--- src/rtl/vnv_pkg.sv ---
package vnv_pkg;
  typedef enum logic [2:0] {
    EV_NONE,
    EV_MISS,
    EV_HIT_V,
    EV_HIT_NV,
    EV_HIT_O
  } evt_kind_e;
endpackage

--- src/rtl/vnv_lfsr.sv ---
module vnv_lfsr #(
  parameter int          W    = 16,
  parameter logic [W-1:0] TAPS = 16'hB400,
  parameter logic [W-1:0] SEED = 16'hACE1
) (
  input  logic         clk,
  input  logic         rst,
  output logic [W-1:0] rnd
);
  always_ff @(posedge clk) begin
    if (rst) rnd <= SEED;
    else     rnd <= {1'b0, rnd[W-1:1]} ^ (rnd[0] ? TAPS : '0);
  end
endmodule

--- src/rtl/vnv_update.sv ---
module vnv_update import vnv_pkg::*; #(
  parameter int WAYS  = 4,
  localparam int WAY_W = $clog2(WAYS)
) (
  input  logic             evt_valid,
  input  logic             evt_hit,
  input  logic [WAY_W-1:0] evt_way,
  input  logic [WAY_W-1:0] cur_v,
  input  logic [WAY_W-1:0] cur_nv,
  output evt_kind_e        kind,
  output logic [WAY_W-1:0] keep_way,
  output logic [WAY_W-1:0] drop_way
);
  always_comb begin
    kind     = EV_NONE;
    keep_way = cur_v;
    drop_way = cur_nv;
    if (evt_valid) begin
      if (!evt_hit) begin
        kind     = EV_MISS;
        keep_way = cur_nv;
        drop_way = cur_v;
      end else if (evt_way == cur_v) begin
        kind     = EV_HIT_V;
        keep_way = cur_nv;
        drop_way = cur_v;
      end else if (evt_way == cur_nv) begin
        kind     = EV_HIT_NV;
        keep_way = cur_v;
        drop_way = cur_nv;
      end else begin
        kind = EV_HIT_O;
      end
    end
  end
endmodule

--- src/rtl/vnv_pick.sv ---
module vnv_pick #(
  parameter int WAYS  = 4,
  parameter int RW    = 16,
  localparam int WAY_W = $clog2(WAYS),
  localparam int ELIG  = WAYS - 2
) (
  input  logic [RW-1:0]    rnd,
  input  logic [WAY_W-1:0] keep_way,
  input  logic [WAY_W-1:0] drop_way,
  output logic [WAY_W-1:0] pick_way
);
  int lo, hi, w;
  always_comb begin
    lo = (keep_way < drop_way) ? int'(keep_way) : int'(drop_way);
    hi = (keep_way < drop_way) ? int'(drop_way) : int'(keep_way);
    w  = int'(rnd % RW'(ELIG));
    if (w >= lo) w = w + 1;
    if (w >= hi) w = w + 1;
    pick_way = WAY_W'(w);
  end
endmodule

--- src/rtl/vnv_repl_tracker.sv ---
module vnv_repl_tracker import vnv_pkg::*; #(
  parameter int WAYS   = 4,
  parameter int SETS   = 16,
  parameter int LFSR_W = 16,
  localparam int WAY_W = $clog2(WAYS),
  localparam int SET_W = $clog2(SETS)
) (
  input  logic             clk,
  input  logic             rst,
  input  logic             evt_valid,
  input  logic             evt_hit,
  input  logic [SET_W-1:0] evt_set,
  input  logic [WAY_W-1:0] evt_way,
  output logic [WAY_W-1:0] victim_way
);
  logic [WAY_W-1:0]  v_q  [SETS];
  logic [WAY_W-1:0]  nv_q [SETS];
  logic [WAY_W-1:0]  rd_v, rd_nv, keep_way, drop_way, pick_way;
  logic [LFSR_W-1:0] rnd;
  evt_kind_e         kind;
  logic              upd_en;

  assign rd_v       = v_q[evt_set];
  assign rd_nv      = nv_q[evt_set];
  assign victim_way = rd_v;

  vnv_lfsr #(.W(LFSR_W)) u_lfsr (.clk(clk), .rst(rst), .rnd(rnd));

  vnv_update #(.WAYS(WAYS)) u_upd (
    .evt_valid(evt_valid), .evt_hit(evt_hit), .evt_way(evt_way),
    .cur_v(rd_v), .cur_nv(rd_nv),
    .kind(kind), .keep_way(keep_way), .drop_way(drop_way)
  );

  vnv_pick #(.WAYS(WAYS), .RW(LFSR_W)) u_pick (
    .rnd(rnd), .keep_way(keep_way), .drop_way(drop_way), .pick_way(pick_way)
  );

  assign upd_en = (kind == EV_MISS) || (kind == EV_HIT_V) || (kind == EV_HIT_NV);

  always_ff @(posedge clk) begin
    if (rst) begin
      for (int s = 0; s < SETS; s++) begin
        v_q[s]  <= WAY_W'(0);
        nv_q[s] <= WAY_W'(1);
      end
    end else if (upd_en) begin
      v_q[evt_set]  <= keep_way;
      nv_q[evt_set] <= pick_way;
    end
  end

  AST_RESET_STATE: assert property (@(posedge clk)
    rst |=> (v_q[0] == WAY_W'(0) && nv_q[0] == WAY_W'(1)));
  AST_V_NE_NV: assert property (@(posedge clk) disable iff (rst)
    rd_v != rd_nv);
  AST_MISS_PROMOTE: assert property (@(posedge clk) disable iff (rst)
    (evt_valid && !evt_hit) |=> v_q[$past(evt_set)] == $past(rd_nv));
  AST_PICK_EXCLUDES: assert property (@(posedge clk) disable iff (rst)
    upd_en |-> (pick_way != keep_way && pick_way != drop_way));
  AST_HIT_NV_KEEPS_V: assert property (@(posedge clk) disable iff (rst)
    (kind == EV_HIT_NV) |=> v_q[$past(evt_set)] == $past(rd_v));
  AST_HIT_O_STILL: assert property (@(posedge clk) disable iff (rst)
    (kind == EV_HIT_O) |=> (v_q[$past(evt_set)] == $past(rd_v) &&
                            nv_q[$past(evt_set)] == $past(rd_nv)));
  AST_IDLE_STILL: assert property (@(posedge clk) disable iff (rst)
    !evt_valid |=> v_q[$past(evt_set)] == $past(rd_v));
endmodule

--- config.mk ---
export PLATFORM = sky130hd
export DESIGN_NAME = vnv_repl_tracker
export DESIGN_NICKNAME = d
export VERILOG_FILES = /design/src/rtl/vnv_pkg.sv /design/src/rtl/vnv_lfsr.sv /design/src/rtl/vnv_update.sv /design/src/rtl/vnv_pick.sv /design/src/rtl/vnv_repl_tracker.sv
export SDC_FILE = /design/constraint.sdc
export NUM_CORES = 1
export LEC_CHECK = 0
export BUFFER_PORTS_ARGS = -buffer_cell sky130_fd_sc_hd__buf_2
export CAP_MARGIN = 25
export CORE_MARGIN = 2
export CORE_UTILIZATION = 23
export CTS_BUF_LIST = sky130_fd_sc_hd__clkbuf_4 sky130_fd_sc_hd__clkbuf_8 sky130_fd_sc_hd__clkbuf_16
export DETAILED_ROUTE_END_ITERATION = 8
export PLACE_DENSITY_LB_ADDON = 0.05
export SETUP_SLACK_MARGIN = 0.5
export SYNTH_ARGS = -nofsm -noshare
export SYNTH_HDL_FRONTEND = slang
export SYNTH_SLANG_ARGS = --single-unit
--- constraint.sdc ---
create_clock -name clk -period 16.6 [get_ports clk]
set_input_delay 0.83 -clock clk [delete_from_list [all_inputs] [get_ports clk]]
set_output_delay 0.83 -clock clk [all_outputs]
set_load 0.02 [all_outputs]
==> reports/summary.txt, run 1 <==
Final Instance Area = 4580 um2
Share of layout cells above drive strength 1 = 13.3%
Yosys warns = 0
Synth area leader = edfxtp_1
Antenna Nets Post-Route = 0
Normalized max-slew margin = 39.3%
Cell row count = 47
Most frequent cells in the layout = edfxtp_1 (64), nor2_1 (56), nand2_1 (35), nand2b_1 (24), mux2i_1 (18)
Fmax = 145 MHz
Cts repair resizes = 0
Die area = 18300 um2
Clock root buffer = clkbuf_16
Cells after synthesis = 331
Worst hold path class = reg2reg
Max-Cap Viols = 0
Maximum vdd drop = 0.0000460 V
Largest net degree at the start of global routing = 34
Area of placed instances = 4250 um2
Initial Util = 23.7%
Clock Sinks = 80
Reg clk slew, reported paths = 0.07 ns
Max FO, Critical Path = 33
Worst Slack Setup Final = 9.68 ns
Clk buf depth = 2
# setup viols final = 0
CTS H-tree lvls = 3
Worst path top cell family by delay = multiplexers
Vias in the first global route = 2563
I/O Buffers = 11
Setup tns final = 0 ns
Clk_skew = 0.0118 ns
Crit path max-delay cell type = xnor2_1
Vias/cell = 4.43
Syn avg cell area = 11.9 um2
Post-DP HPWL = 7.53 mm
IO Count = 12
Die X = 135 um
Slew @ Worst Pin = 0.903 ns
Vias post-DR = 2512
Max-slew violations = 0
CP peak stage delay = 0.69 ns
PD cells = 113 nW/um2
GP Congestion = 0.718
Wire length after detailed routing = 10.3 mm
Outcome = finished clean
Synthesis-stage register bit count = 80
Layout Nets = 357
Type of origin of the critical path = input port
Final Hold Fails = 0
Crit Path Class = in2reg
Core ar. = 16700 um2
Worst Path Arrival = 6.99 ns
Seq/Total Area, Yosys = 56.7%
Post-Syn Nets = 346
Aggregate global routing overflow = 0
Initial DRC count = 129
Worst path bufs/invs = 7
# hold bufs at CTS = 0
Routed wire length per instance = 18.2 um
First-pass GRT wire length = 15.7 mm
Commonest non-fill, non-tap cell in the layout = edfxtp_1
Clock Latency Late Sink = 0.35 ns
Setup Fix Bufs, Post-CTS = 0
Aggregate global-route resource usage = 12.0%
Synth top area share = 48.6%
Tcrit/Tclk final = 41.7%
Dpl ws = 9.24 ns
Minimum clock period after layout = 6.92 ns
Area Growth Syn to Fin = 15.8%
Post-synth cell types = 38
Leak = 1.62 nW
Pre-Repair DR Iteration Count = 4
CTS tree = built
CP Data Required Time = 16.67 ns
Synth Cell Area = 3960 um2
Tot Pwr = 0.516 mW
Die Y = 135 um
RSZ-0062 raised after global routing = no
Antenna Cells = 0
Initial antenna violation count = 0
Ranking of synthesized cells by area = edfxtp_1 (49%), dfxtp_1 (8.1%), nor2_1 (5.3%)
Crit. End Element = flop
Num CTS Buffers = 9
DRC = 0
-- layer usage --
metal / up-vias / global-route usage, % / share of wire (%)
met2: 35 / 18.9 / 47
met3: 19 / 2.51 / 1.9
met1: 1240 / 15.9 / 48
met4: 0 / 5.90 / 3.0
li1: 1218 / - / -
met5: - / 0 / 0
-- power by group --
part           switching [mW]  internal (mW)
logic                  0.0474         0.0236
clock network          0.0878          0.131
registers             0.00248          0.224
-- state kept, by name, indices dropped and copies added, names as in the netlist --
signal,cells
v_q,32
nv_q,32
u_lfsr.rnd,16
-- through the flow --
| step | hold WS [ns] | util, % | instances |
|---|---|---|---|
| floorplan | 0.389 | - | 331 |
| global placement | 0.401 | 25.3 | 550 |
| detailed placement | 0.402 | 25.4 | 551 |
| CTS | 0.422 | 27.4 | 567 |
| global route | 0.429 | 27.4 | 567 |
| finish | 0.416 | 27.4 | 567 |
-- synthesized netlist by cell type --
cell type / instances
o221ai_1: 3
nor3_1: 1
buf_4: 1
a2bb2oi_1: 1
xnor2_1: 4
buf_2: 6
mux4_2: 3
edfxtp_1: 64
a22oi_1: 8
mux2i_1: 19
xor2_1: 2
o211ai_1: 1
clkbuf_1: 4
or2_2: 6
and2_1: 6
o2bb2ai_1: 1
a21oi_1: 7
buf_1: 2
or3b_4: 1
mux4_1: 7
inv_1: 9
a311oi_4: 4
buf_6: 1
nand4_1: 3
nor2_1: 56
nand3_1: 6
nor3b_1: 2
and3_1: 4
a31oi_1: 2
nor2b_1: 11
o21ai_1: 1
dfxtp_1: 16
mux2_2: 1
nand2_1: 35
nand3b_1: 2
ha_1: 5
nand2b_1: 24
a21o_1: 2
-- final timing paths --
path / start / to / slack, ns / cells after the start
min: u_lfsr.rnd[8]$_SDFF_PP0_ / u_lfsr.rnd[7]$_SDFF_PP1_ / 0.42 / 1
max reg2reg: v_q[4][0]$_SDFFCE_PN0P_ / nv_q[9][0]$_SDFFCE_PN1P_ / 10.44 / 24
max: evt_set[1] / nv_q[9][0]$_SDFFCE_PN1P_ / 9.68 / 26
min reg2reg: u_lfsr.rnd[8]$_SDFF_PP0_ / u_lfsr.rnd[7]$_SDFF_PP1_ / 0.42 / 1
-- kinds of logic after synthesis --
| group | Yosys count | share of synthesized area [%] |
|---|---|---|
| AOI/OAI and AO/OA | 30 | 7.18 |
| buffers and inverters | 23 | 2.66 |
| DFF | 80 | 56.7 |
| muxes | 30 | 11.5 |
| and+or+nand+nor | 157 | 19.1 |
| adders and majority gates | 5 | 1.58 |
| xor gates and xnor gates | 6 | 1.33 |
-- area by class of cell --
cell class,count,area (um2)
fillers,1751,12100
flip-flops and latches,80,2240
multi-input cells,228,1610
clock buffers,12,300
well taps,220,275
repair buffers,14,85.1
clock inverters,4,33.8
inverters,9,33.8
-- worst register-to-register path: cells and delay by family, from the launching register on --
family / cells / cell delay [ns]
compound gates: 6 / 1.35
mux: 4 / 1.32
fa+ha+maj: 4 / 1.11
xor+xnor: 2 / 0.84
simple gates: 3 / 0.46
buf+inv: 5 / 0.42
flops: 1 / 0.37
Note: power is estimated with default switching activity, not from simulation.
==> inputs of run 2 (changes only) <==
==> constraint.sdc (replaced) <==
create_clock -name clk -period 5.64 [get_ports clk]
set_input_delay 0.282 -clock clk [delete_from_list [all_inputs] [get_ports clk]]
set_output_delay 0.282 -clock clk [all_outputs]
set_load 0.02 [all_outputs]
==> reports/summary.txt, run 2 (synthesis gave the netlist of run 1 again) <==
Antenna Cells = 0 (unchanged)
Clock root buffer = clkbuf_16
Clk buf depth = 2 (unchanged)
Worst hold path class = reg2reg
Normalized max-slew margin = 39.7% (+0.35 points)
Minimum clock period after layout = 4.85 ns
Tcrit/Tclk final = 86.0%
Outcome = finished clean
Fmax = 206 MHz
IO Count = 12 (unchanged)
Share of layout cells above drive strength 1 = 19.3% (+6.1 points)
# hold bufs at CTS = 0 (unchanged)
Initial antenna violation count = 0 (unchanged)
Post-DP HPWL = 8.00 mm (+6.2%)
Vias post-DR = 2526 (+0.56%)
Largest net degree at the start of global routing = 34 (unchanged)
Final Hold Fails = 0 (unchanged)
Wire length after detailed routing = 10.7 mm (+4.1%)
I/O Buffers = 11 (unchanged)
First-pass GRT wire length = 16.4 mm (+4.7%)
Top Registers = nv_q (32), v_q (32), u_lfsr.rnd (16)
Setup Fix Bufs, Post-CTS = 0 (unchanged)
Initial DRC count = 228 (+77%)
Initial Util = 23.7% (unchanged)
CP Data Required Time = 5.73 ns (-10.94 ns)
Max FO, Critical Path = 20 (-39%)
Final Instance Area = 4740 um2 (+3.5%)
Die Y = 135 um (unchanged)
Setup tns final = 0 ns (unchanged)
Clock Latency Late Sink = 0.34 ns (about the same)
Crit. End Element = flop
RSZ-0062 raised after global routing = no
# setup viols final = 0 (unchanged)
DRC = 0 (unchanged)
Clk_skew = 0.0124 ns (+0.000568 ns)
Pre-Repair DR Iteration Count = 4 (unchanged)
CTS H-tree lvls = 3 (unchanged)
Die area = 18300 um2 (unchanged)
Aggregate global routing overflow = 0 (unchanged)
Clock Sinks = 80 (unchanged)
Antenna Nets Post-Route = 0 (unchanged)
Layout Nets = 367 (+2.8%)
Slew @ Worst Pin = 0.898 ns (-0.00522 ns)
PD cells = 326 nW/um2 (+190%)
Crit Path Class = in2reg
CTS tree = built
Max-Cap Viols = 0 (unchanged)
Reg clk slew, reported paths = 0.06 ns (about the same)
GP Congestion = 0.733 (+2.0%)
Core ar. = 16700 um2 (unchanged)
Cell row count = 47 (unchanged)
Routed wire length per instance = 18.6 um (+2.3%)
Commonest non-fill, non-tap cell in the layout = edfxtp_1
Non-Filler Instances = 577 (+1.8%)
Leak = 1.67 nW (+3.2%)
Max-slew violations = 0 (unchanged)
Placed Cells incl. Taps = 561 (+1.8%)
Area of placed instances = 4420 um2 (+3.9%)
Vias in the first global route = 2550 (-0.51%)
Area Growth Syn to Fin = 19.9%
Type of origin of the critical path = input port
Most frequent cells in the layout = edfxtp_1 (64), nor2_1 (56), nand2_1 (35), nand2b_1 (23), mux2i_1 (18)
Num CTS Buffers = 9 (unchanged)
Vias/cell = 4.38 (-1.2%)
Aggregate global-route resource usage = 12.7% (+0.61 points)
Maximum vdd drop = 0.000164 V (+260%)
# fillers = 1751 (unchanged)
Die X = 135 um (unchanged)
Worst Path Arrival = 4.94 ns (-2.05 ns)
## run 2: through the flow
step / total power [mW] / setup slack, ns / hold slack (ns) / util, %
CTS: 1.58 / 0.565 / 0.422 / 28.4
global route: 1.61 / 0.515 / 0.427 / 28.4
global placement: 0.950 / 0.233 / 0.404 / 26.4
detailed placement: 0.949 / 0.192 / 0.403 / 26.4
finish: 1.54 / 0.791 / 0.414 / 28.4
floorplan: 0.862 / 0.567 / 0.354 / -
## run 2: what timing repair did
action | CTS | global route
resized for setup | 0 | 2
setup endpoints to repair | 0 | 28
hold endpoints to repair | 0 | 0
## run 2: critical path: stages
cell       delay [ns]
clkbuf_4         0.35
mux2i_1          0.18
mux4_2           0.53
xor2_1           0.18
o211ai_1         0.17
a31oi_4          0.26
mux2_2           0.39
ha_4             0.24
inv_1            0.05
a31oi_1          0.04
mux2i_1          0.21
o2bb2ai_1        0.10
ha_1             0.28
inv_1            0.03
a21o_1           0.17
ha_1             0.29
inv_2            0.08
ha_4             0.19
nand2b_4         0.14
a21oi_4          0.22
nor2_1           0.08
a21o_1           0.22
nand2_1          0.18
nor2_1           0.08
## run 2: power breakdown
group | internal [mW] | switching [mW] | total [mW]
sequential | 0.658 | 0.00696 | 0.665
clock | 0.367 | 0.248 | 0.615
combinational | 0.103 | 0.162 | 0.265
total | 1.13 | 0.417 | 1.54
## run 2: layout make-up
class	instances	area (um2)	share of cell area, %
clock buffer	12	289	6.10
sequential	80	2240	47.3
tap	220	275	5.81
timing repair buffer	24	158	3.33
inverter	9	37.5	0.792
clock inverter	4	31.3	0.660
multi-input combinational	228	1710	36.0
## run 2: metal layers
metal,wire length (um),up-vias,part of all wire (%),GRT usage (%)
li1,-,1240,-,-
met1,5130,1246,48,17.3
met2,5240,33,49,20.4
met3,251,7,2.3,2.66
met4,109,0,1.0,3.70
met5,0,-,0,0
## run 2: final timing paths
path                                 start                       end  slack [ns]  depth (start not counted)
setup / recovery                evt_set[1]  nv_q[3][1]$_SDFFCE_PN0P_        0.79                         24
hold / removal    u_lfsr.rnd[1]$_SDFF_PP0_  u_lfsr.rnd[0]$_SDFF_PP1_        0.41                          1
setup reg to reg  v_q[15][0]$_SDFFCE_PN0P_  nv_q[3][1]$_SDFFCE_PN0P_        0.87                         23
hold reg to reg   u_lfsr.rnd[1]$_SDFF_PP0_  u_lfsr.rnd[0]$_SDFF_PP1_        0.41                          1
